`config.mk`:
```
export PLATFORM = sky130hd
export DESIGN_NAME = unaligned_rd_unit
export DESIGN_NICKNAME = d
export VERILOG_FILES = /design/src/rtl/uar_pkg.sv /design/src/rtl/uar_plan.sv /design/src/rtl/uar_merge.sv /design/src/rtl/uar_rdcount.sv /design/src/rtl/unaligned_rd_unit.sv
export SDC_FILE = /design/constraint.sdc
export NUM_CORES = 1
export LEC_CHECK = 0
export ABC_CLOCK_PERIOD_IN_PS = 3700
export BUFFER_PORTS_ARGS = -buffer_cell sky130_fd_sc_hd__buf_4
export CORE_ASPECT_RATIO = 0.5
export CORE_MARGIN = 2
export CORE_UTILIZATION = 40
export DETAILED_ROUTE_END_ITERATION = 6
export SLEW_MARGIN = 20
export SYNTH_ARGS = -nofsm -noshare
export SYNTH_HDL_FRONTEND = slang
export SYNTH_SLANG_ARGS = --single-unit
```
`constraint.sdc`:
```
create_clock -name clk -period 3.7 [get_ports clk]
set_input_delay 0.185 -clock clk [delete_from_list [all_inputs] [get_ports clk]]
set_output_delay 0.185 -clock clk [all_outputs]
set_load 0.01 [all_outputs]
```
`src/rtl/uar_pkg.sv`:
```
// Shared encodings for the unaligned read unit.
// Assumes a fixed 32-bit memory word (four byte lanes).
package uar_pkg;

    typedef enum logic [1:0] {
        SZ_BYTE = 2'b00,
        SZ_HALF = 2'b01,
        SZ_WORD = 2'b10,
        SZ_WIDE = 2'b11
    } size_e;

    typedef enum logic [2:0] {
        ST_IDLE,
        ST_RD1,
        ST_DAT1,
        ST_DAT2,
        ST_RESP
    } state_e;

    // Number of bytes selected by a size code; code 3 counts as a word.
    function automatic logic [2:0] size_bytes(input logic [1:0] code);
        case (code)
            SZ_BYTE: size_bytes = 3'd1;
            SZ_HALF: size_bytes = 3'd2;
            default: size_bytes = 3'd4;
        endcase
    endfunction

endpackage

```
`src/rtl/uar_plan.sv`:
```
// Access planner: splits a byte address into word address and lane
// offset, works out whether the access crosses a word boundary and
// builds the result mask. Purely combinational.
module uar_plan
    import uar_pkg::*;
#(
    parameter int ADDR_W = 16,
    localparam int WA_W  = ADDR_W - 2
) (
    input  logic [ADDR_W-1:0] addr,
    input  logic [1:0]        size,
    output logic [WA_W-1:0]   word_addr,
    output logic [1:0]        offset,
    output logic              straddle,
    output logic [31:0]       keep_mask
);
    logic [2:0] nbytes;
    logic [3:0] end_lane;

    // Decode lane geometry of the access.
    always_comb begin
        word_addr = addr[ADDR_W-1:2];
        offset    = addr[1:0];
        nbytes    = size_bytes(size);
        end_lane  = {2'b00, addr[1:0]} + {1'b0, nbytes};
        straddle  = end_lane > 4'd4;
    end

    // One mask byte per requested lane, generated per lane.
    for (genvar g = 0; g < 4; g++) begin : g_mask
        assign keep_mask[8*g +: 8] = (g < int'(nbytes)) ? 8'hFF : 8'h00;
    end

endmodule

```
`src/rtl/uar_merge.sv`:
```
// Merge datapath: loads the first word shifted down by the lane offset,
// ORs in the second word shifted up by the bytes already held, and masks
// the result to the access size. Assumes load_hi only follows load_lo.
module uar_merge (
    input  logic        clk,
    input  logic        rst_n,
    input  logic        load_lo,
    input  logic        load_hi,
    input  logic [1:0]  offset,
    input  logic [31:0] keep_mask,
    input  logic [31:0] rdata,
    output logic [31:0] merged
);
    logic [31:0] acc;
    logic [5:0]  lo_shift;
    logic [5:0]  hi_shift;

    // Shift amounts in bits for the two halves.
    always_comb begin
        lo_shift = {offset, 3'b000};
        hi_shift = 6'd32 - {offset, 3'b000};
    end

    // Accumulator update for first and second word.
    always_ff @(posedge clk) begin
        if (!rst_n) begin
            acc <= '0;
        end else if (load_lo) begin
            acc <= rdata >> lo_shift;
        end else if (load_hi) begin
            acc <= acc | (rdata << hi_shift);
        end
    end

    // Drop bytes beyond the requested size.
    assign merged = acc & keep_mask;

endmodule

```
`src/rtl/uar_rdcount.sv`:
```
// Saturating event counter for issued memory reads.
module uar_rdcount #(
    parameter int CNT_W = 8
) (
    input  logic             clk,
    input  logic             rst_n,
    input  logic             inc,
    output logic [CNT_W-1:0] count
);
    // Count up and hold at all ones.
    always_ff @(posedge clk) begin
        if (!rst_n) begin
            count <= '0;
        end else if (inc && (count != '1)) begin
            count <= count + 1'b1;
        end
    end
endmodule

```
`src/rtl/unaligned_rd_unit.sv`:
```
// Unaligned read unit top. Accepts one request at a time, issues one or
// two aligned word reads to a memory with one-cycle read latency, merges
// the bytes and pulses rsp_valid once. Assumes the memory always answers
// exactly one cycle after each mem_rd_en.
module unaligned_rd_unit
    import uar_pkg::*;
#(
    parameter int ADDR_W = 16,
    parameter int CNT_W  = 8,
    localparam int WA_W  = ADDR_W - 2
) (
    input  logic              clk,
    input  logic              rst_n,
    input  logic              req_valid,
    output logic              req_ready,
    input  logic [ADDR_W-1:0] req_addr,
    input  logic [1:0]        req_size,
    output logic              rsp_valid,
    output logic [31:0]       rsp_data,
    output logic              mem_rd_en,
    output logic [WA_W-1:0]   mem_addr,
    input  logic [31:0]       mem_rdata,
    output logic [CNT_W-1:0]  rd_count
);
    state_e            state, state_nx;
    logic [ADDR_W-1:0] r_addr;
    logic [1:0]        r_size;
    logic [WA_W-1:0]   p_word;
    logic [1:0]        p_off;
    logic              p_split;
    logic [31:0]       p_mask;
    logic [31:0]       merged;
    logic              accept;

    assign accept = req_valid && req_ready;

    uar_plan #(.ADDR_W(ADDR_W)) u_plan (
        .addr      (r_addr),
        .size      (r_size),
        .word_addr (p_word),
        .offset    (p_off),
        .straddle  (p_split),
        .keep_mask (p_mask)
    );

    uar_merge u_merge (
        .clk       (clk),
        .rst_n     (rst_n),
        .load_lo   (state == ST_DAT1),
        .load_hi   (state == ST_DAT2),
        .offset    (p_off),
        .keep_mask (p_mask),
        .rdata     (mem_rdata),
        .merged    (merged)
    );

    uar_rdcount #(.CNT_W(CNT_W)) u_cnt (
        .clk   (clk),
        .rst_n (rst_n),
        .inc   (mem_rd_en),
        .count (rd_count)
    );

    // Capture the request at acceptance.
    always_ff @(posedge clk) begin
        if (!rst_n) begin
            r_addr <= '0;
            r_size <= '0;
        end else if (accept) begin
            r_addr <= req_addr;
            r_size <= req_size;
        end
    end

    // Sequencer next state.
    always_comb begin
        state_nx = state;
        case (state)
            ST_IDLE: if (accept) state_nx = ST_RD1;
            ST_RD1:  state_nx = ST_DAT1;
            ST_DAT1: state_nx = p_split ? ST_DAT2 : ST_RESP;
            ST_DAT2: state_nx = ST_RESP;
            default: state_nx = ST_IDLE;
        endcase
    end

    // Sequencer state register.
    always_ff @(posedge clk) begin
        if (!rst_n) state <= ST_IDLE;
        else        state <= state_nx;
    end

    // Memory read strobes: first word, then the next word on a split.
    always_comb begin
        mem_rd_en = (state == ST_RD1) || ((state == ST_DAT1) && p_split);
        mem_addr  = (state == ST_DAT1) ? p_word + 1'b1 : p_word;
    end

    // Requester-side outputs.
    always_comb begin
        req_ready = (state == ST_IDLE);
        rsp_valid = (state == ST_RESP);
        rsp_data  = rsp_valid ? merged : 32'h0;
    end

endmodule


```
== After elaboration in Yosys (flattened, before gate mapping) ==
Cells that the tools add are included.

* Flip-flop bits (word level): 61
* Input port bits: 53
* Logic and storage cells: 44

* Add/subtract/negate cells: 4
* Magnitude comparators: 5
* Equal/unequal tests: 7
* Shift operators: 2
* Multiplexer cells: 12
* Bitwise logic cells: 2
* Reduce and logical (&&, ||, !) cells: 7

{| class="wikitable"
|+ Operator list
! kind !! number
|-
| 32-bit two-way mux || 3
|-
| 32-bit AND || 1
|-
| 8-bit two-way mux || 4
|-
| 32-bit bitwise OR || 1
|-
| 32-bit by 6-bit << shifter with 32-bit output || 1
|-
| 32-bit by 5-bit >> shifter with 32-bit output || 1
|-
| 14-bit by 1-bit adder with 14-bit output, second input constant || 1
|-
| 14-bit two-way mux || 1
|-
| 3-bit one-hot mux with 4 select lines || 1
|-
| 8-bit by 1-bit adder with 8-bit output, second input constant || 1
|-
| 8-bit inequality test, second input constant || 1
|-
| 3-bit by 2-bit equality test with 1-bit output, second input constant || 2
|-
| 1-bit by 3-bit less-than comparator with 1-bit output, first input constant || 2
|-
| 2-bit by 3-bit less-than comparator with 1-bit output, first input constant || 2
|-
| 3-bit two-way mux || 2
|-
| 3-bit one-hot mux with 2 select lines || 1
|-
| 6-bit by 5-bit subtractor with 6-bit output, first input constant || 1
|-
| 2-bit by 3-bit adder with 4-bit output || 1
|-
| 4-bit by 3-bit greater-than comparator with 1-bit output, second input constant || 1
|-
| 3-bit by 1-bit equality test with 1-bit output, second input constant || 1
|-
| 3-bit equality test, second input constant || 1
|-
| 1-bit logical AND || 3
|-
| 3-bit logical NOT || 1
|-
| 2-bit by 1-bit equality test with 1-bit output, second input constant || 1
|-
| other kinds (4) || 4
|}

== Longest topological paths before layout ==
* Depth in word-level cells: 7
* Gate-level depth with buffers: 11

== By module ==
Synthesis repeated with hierarchy kept, for this count alone.

* Cell total of the unflattened synthesis: 576
* Area, all modules: 4636.9 um^2

{| class="wikitable"
|+ Modules (own cells, without submodules)
! module !! instances !! cells an instance !! area each (um^2) !! sequential area each (um^2)
|-
| uar_merge || 1 || 301 || 2484.9 || 640.6
|-
| unaligned_rd_unit || 1 || 167 || 1285.0 || 420.4
|-
| uar_plan || 1 || 61 || 462.9 || 0.0
|-
| uar_rdcount || 1 || 47 || 404.1 || 160.2
|}

== Worst setup path before layout ==
OpenSTA, ideal clock, no wires.

* Path type: reg-to-reg
* From: register r_size[1]
* To: register u_cnt.count[7]
* Library setup time: 0.071 ns
* Data arrival time: 2.279 ns
* Path slack: 1.351 ns
* Stages on the path, launching flop included: 11
* Path buffers: 1
* Cells stage by stage: dfxtp_1 > clkbuf_1 > nor2_1 > ha_1 > inv_1 > fa_1 > nand2b_1 > a22oi_1 > o21a_2 > or4_1 > a21oi_1

* Word-level cells in the longest chain between the ends: 7
* Elaborated cells between the ends (all ways): 8

{| class="wikitable"
|+ RTL lines
! item !! RTL line !! text
|-
| from (decl) || unaligned_rd_unit.sv:27 || <nowiki>logic [1:0] r_size;</nowiki>
|-
| from (signal assigned) || unaligned_rd_unit.sv:71 || <nowiki>r_size <= req_size;</nowiki>
|-
| 2-bit by 1-bit equality test with 1-bit output / 2-bit logical NOT (equally long branches) || uar_pkg.sv:22 || <nowiki>case (code)</nowiki>
|-
| 3-bit one-hot mux with 2 select lines * || uar_pkg.sv:22 ||
|-
| 2-bit by 3-bit adder with 4-bit output * || uar_plan.sv:25 || <nowiki>end_lane = {2'b00, addr[1:0]} + {1'b0, nbytes};</nowiki>
|-
| 4-bit by 3-bit greater-than comparator with 1-bit output * || uar_plan.sv:26 || <nowiki>straddle = end_lane > 4'd4;</nowiki>
|-
| 1-bit logical AND * || unaligned_rd_unit.sv:95 || <nowiki>mem_rd_en = (state == ST_RD1) || ((state == ST_DAT1) && p_split);</nowiki>
|-
| 1-bit logical OR * || unaligned_rd_unit.sv:95 ||
|-
| 1-bit logical AND * || uar_rdcount.sv:14 || <nowiki>end else if (inc && (count != '1)) begin</nowiki>
|-
| to (signal assigned) || uar_rdcount.sv:15 || <nowiki>count <= count + 1'b1;</nowiki>
|-
| to (decl) || uar_rdcount.sv:8 || <nowiki>output logic [CNT_W-1:0] count</nowiki>
|}

Every way passes the cells marked *; elsewhere a longest branch is shown, timed or not.
A chain may end at the register's enable or synchronous reset.

== Worst setup path after layout ==
* From: register r_size[1]
* To: output port mem_rd_en

* Word-level cells in the longest chain between the ends: 6
* Elaborated cells between the ends (all ways): 7

{| class="wikitable"
|+ RTL lines
! item !! RTL line !! text
|-
| 2-bit by 1-bit equality test with 1-bit output / 2-bit logical NOT (equally long branches) || uar_pkg.sv:22 ||
|-
| 3-bit one-hot mux with 2 select lines * || uar_pkg.sv:22 ||
|-
| 2-bit by 3-bit adder with 4-bit output * || uar_plan.sv:25 ||
|-
| 4-bit by 3-bit greater-than comparator with 1-bit output * || uar_plan.sv:26 ||
|-
| 1-bit logical AND * || unaligned_rd_unit.sv:95 ||
|-
| 1-bit logical OR * || unaligned_rd_unit.sv:95 ||
|-
| to (decl) || unaligned_rd_unit.sv:20 || <nowiki>output logic mem_rd_en,</nowiki>
|}

Marks and branches as above.

==> impl_metrics.env <==
export IMPL_period_minus_slack_ns=2.63
export IMPL_start_util_pct=40.9
export IMPL_timing_hold_worst_path_depth=3
export IMPL_cp_required_ns=3.51
export IMPL_cts_htree_levels=3
export IMPL_io_pins=110
export IMPL_yosysWarnings=0
export IMPL_antenna_cells=0
export IMPL_dpl_instance_area_um2=4730
export IMPL_synth_largest_area_cell="sky130_fd_sc_hd__dfxtp_1"
export IMPL_synth_distinct_cells=43
export IMPL_final_core_utilization_pct=53.6
export IMPL_startpoint_type="register"
export IMPL_drt_iter0_drc=223
export IMPL_synth_async_sr_flop_share_pct=0
export IMPL_grt_max_degree=60
export IMPL_fin_skew_ns=0.00610
export IMPL_finish_instance_area_um2=5030
export IMPL_grt_ovfl_total=0
export IMPL_peakVddDrop_mv=0.210
export IMPL_layout_cells_sized_above_1_pct=23.5
export IMPL_cts_path_max_buffers=2
export IMPL_yosysSeqAreaShare_pct=31.8
export IMPL_place_hpwl_um=8140
export IMPL_synth_enable_flop_cells=0
export IMPL_fin_hold_ws_ns=0.0965
export IMPL_synth_compound_gate_area_share_pct=20.7
export IMPL_slew_violations=0
export IMPL_cts_resized=0
export IMPL_maxSlewHeadroom_pct=44.7
export IMPL_syn_cell_area_um2=3840
export IMPL_leakage_nw=2.13
export IMPL_setup_repair_after_global_routing_missed_its_margin="false"
export IMPL_final_sum_of_negative_setup_slack_ns=0
export IMPL_timing_critical_path_cells="nor2_1, ha_1, inv_1, fa_1, nand2b_1, a22oi_1, o21a_2, inv_1, buf_4"
export IMPL_vias=3922
export IMPL_crit_start="r_size[1]$_SDFFE_PN0P_"
export IMPL_syn_mean_instance_area_um2=7.68
export IMPL_core_region_area_um2=9380
export IMPL_post_synth_main_area_contributors="sky130_fd_sc_hd__dfxtp_1, sky130_fd_sc_hd__mux2i_1, sky130_fd_sc_hd__a21oi_1, sky130_fd_sc_hd__nor2_1, sky130_fd_sc_hd__nand2_1"
export IMPL_areaGrowthSynthToFinish_pct=30.8
export IMPL_via_count_of_the_first_global_routing_pass=3642
export IMPL_worst_skew_pair_late_latency_ns=0.33
export IMPL_synth_top_cell_area_share_pct=31.8
export IMPL_tritoncts_clock_tree="built"
export IMPL_worst_path_most_repeated_cell="sky130_fd_sc_hd__inv_1"
export IMPL_end_point_of_the_worst_hold_path="r_addr[14]$_SDFFE_PN0P_"
export IMPL_hold_path_class="primary input to register"
export IMPL_multiInputGateArea_um2=2440
export IMPL_synthMostInstantiatedCell="sky130_fd_sc_hd__dfxtp_1"
export IMPL_seq_area_um2=1220
export IMPL_antenna_violations_before_repair=0
export IMPL_hold_path_startpoint="req_addr[14]"
export IMPL_nets=653
export IMPL_die_w_um=143
export IMPL_grt_pass1_wl_um=18700
export IMPL_detailedRoute_firstPassIterationCount=4
export IMPL_postSynthRegisterBits=61
export IMPL_main_combinational_cell_family_by_area_after_synthesis="simple AND/OR/NAND/NOR gates"
export IMPL_period_utilization_pct=71.0
export IMPL_cts_reportedPaths_clkPinSlew_ns=0.06
export IMPL_finalSetupViolCount=0
export IMPL_synth_fa_ha_area_share_pct=2.15
export IMPL_drt_wirelength_per_cell_um=16.1
export IMPL_outcome="completed"
export IMPL_clock_sinks=61
export IMPL_yosys_mux_area_fraction_pct=10.7
export IMPL_detail_route_drc_violations=0
export IMPL_max_cap_violations=0
export IMPL_path_class="register to primary output"
export IMPL_cts_root_buf="sky130_fd_sc_hd__clkbuf_16"
export IMPL_vias_per_instance=5.45
export IMPL_synth_xor_area_share_pct=3.19
export IMPL_detail_route_antenna_nets=0
export IMPL_cts_made_buffers=9
export IMPL_gr_usage_all_layers_pct=22.9
export IMPL_port_buffer_count=109
export IMPL_critical_path_arrival_ns=2.44
export IMPL_timing_critical_path_slowest_stage_cell="sky130_fd_sc_hd__fa_1"
export IMPL_gp_routability_congestion=0.853
export IMPL_die_y_um=73.3
export IMPL_r2r_setup_slack_ns=1.21
export IMPL_power_density_nw_per_um2=379
export IMPL_finalWirelength_um=11600
export IMPL_timing_hold_violations_final=0
export IMPL_die_area_um2=10500
export IMPL_number_of_buffers_inserted_by_post_cts_setup_repair=0
export IMPL_timing_critical_path_fanout_max=17
export IMPL_end_kind="primary output"
export IMPL_post_place_cells=704
export IMPL_peak_freq_mhz=381
export IMPL_row_count=25
export IMPL_cts_hold_repair_buffers=0
export IMPL_syn_num_nets=559
export IMPL_crit_path_max_incr_delay_ns=0.48
export IMPL_yosys_area_share_simple_pct=26.6
export IMPL_stdcell_count=720
export IMPL_yosys_most_used_dff="sky130_fd_sc_hd__dfxtp_1"
export IMPL_timing_worst_slew_pin_value_ns=0.827
export IMPL_synthesis_instances=500
export IMPL_worstReg2RegStart="r_size[1]$_SDFFE_PN0P_"
export IMPL_most_instantiated_cells_after_synthesis="sky130_fd_sc_hd__dfxtp_1, sky130_fd_sc_hd__a21oi_1, sky130_fd_sc_hd__nor2_1"
export IMPL_worst_r2r_endpoint="u_cnt.count[7]$_SDFFE_PN0P_"
export IMPL_nFillCells=962
export IMPL_r2r_worst_path_depth=9
cell families (layout without fill, tap and decap cells):
logic type | count (synthesis) | count (layout)
AO/OA/AOI/OAI | 126 | 126
XOR/XNOR | 14 | 14
adder cells (fa/ha/maj) | 6 | 6
buffers and inverters | 43 | 142
flip-flops | 61 | 61
multiplexers | 41 | 41
AND/OR/NAND/NOR | 209 | 209
report_power, final:
group	internal (W)	switching, W	total [W]
clock network	0.000517	0.000314	0.000830
registers	0.000686	0.0000268	0.000713
logic	0.000158	0.000202	0.000360
through the flow:
stage                     power [W]  setup slack, ns
final                       0.00190             1.07
after detailed placement    0.00108             1.22
after floorplan            0.000943             1.35
after global routing        0.00199            0.915
after CTS                   0.00192             1.05
after global placement      0.00108             1.30
worst max-delay path by stage:
stage                                   to  slack, ns  cells after the start
3_3_place_gp   u_cnt.count[5]$_SDFFE_PN0P_       1.30                      9
2_1_floorplan  u_cnt.count[7]$_SDFFE_PN0P_       1.35                     10
6_report                         mem_rd_en       1.07                      9
5_1_grt                          mem_rd_en       0.91                      9
4_1_cts                          mem_rd_en       1.05                      9
3_5_place_dp   u_cnt.count[7]$_SDFFE_PN0P_       1.22                      9
flip-flops by register name, summed over array words and instances, names as in the netlist:
| register | flops |
|---|---|
| r_addr | 16 |
| state | 3 |
| u_cnt.count | 8 |
| u_merge.acc | 32 |
| r_size | 2 |
cell usage in the layout (no fill, tap or decap), types with 2 or more instances in the layout:
cell type,count
sky130_fd_sc_hd__o31ai_1,11
sky130_fd_sc_hd__ha_1,5
sky130_fd_sc_hd__buf_4,120
sky130_fd_sc_hd__nand4_1,8
sky130_fd_sc_hd__a211o_1,8
sky130_fd_sc_hd__nor3b_2,2
sky130_fd_sc_hd__nand3_1,4
sky130_fd_sc_hd__or4_1,3
sky130_fd_sc_hd__nor3_1,27
sky130_fd_sc_hd__clkinv_2,4
sky130_fd_sc_hd__xor2_1,6
sky130_fd_sc_hd__o21ai_0,13
sky130_fd_sc_hd__nand2b_1,5
sky130_fd_sc_hd__mux2i_1,41
sky130_fd_sc_hd__o22a_1,8
sky130_fd_sc_hd__o2bb2ai_1,7
sky130_fd_sc_hd__a21oi_1,57
sky130_fd_sc_hd__inv_1,6
sky130_fd_sc_hd__or3_1,4
sky130_fd_sc_hd__and2_1,18
sky130_fd_sc_hd__nand2_1,51
sky130_fd_sc_hd__a31oi_1,8
sky130_fd_sc_hd__a211oi_1,8
sky130_fd_sc_hd__nor2b_1,10
sky130_fd_sc_hd__and3_1,17
sky130_fd_sc_hd__dfxtp_1,60
sky130_fd_sc_hd__xnor2_1,8
sky130_fd_sc_hd__clkbuf_16,9
sky130_fd_sc_hd__nor2_1,56
cell type report:
cell class              instances  share of cell area [%]
clock buffers                   9                    4.48
clock inverters                 7                    1.32
inverters                       6                   0.448
multi-input cells             396                    48.5
flip-flops and latches         61                    24.3
well taps                     121                    3.01
repair buffers                120                    17.9
metal layers:
layer  up-vias  part of all wire (%)  global-route usage [%]
met1      1827                    48                    30.9
met3        15                   5.7                    6.00
met5         -                     0                       0
met2       104                    45                    36.2
li1       1976                     -                       -
met4         0                   1.2                    7.04
critical path, delay by kind of cell (launching register included):
| family | cells | cell delay [ns] |
|---|---|---|
| adders and majority gates | 2 | 0.67 |
| AOI/OAI and AO/OA | 2 | 0.57 |
| DFF | 1 | 0.37 |
| buffers and inverters | 3 | 0.26 |
| and+or+nand+nor | 2 | 0.23 |
No activity file was read; power rests on OpenSTA's default activity.
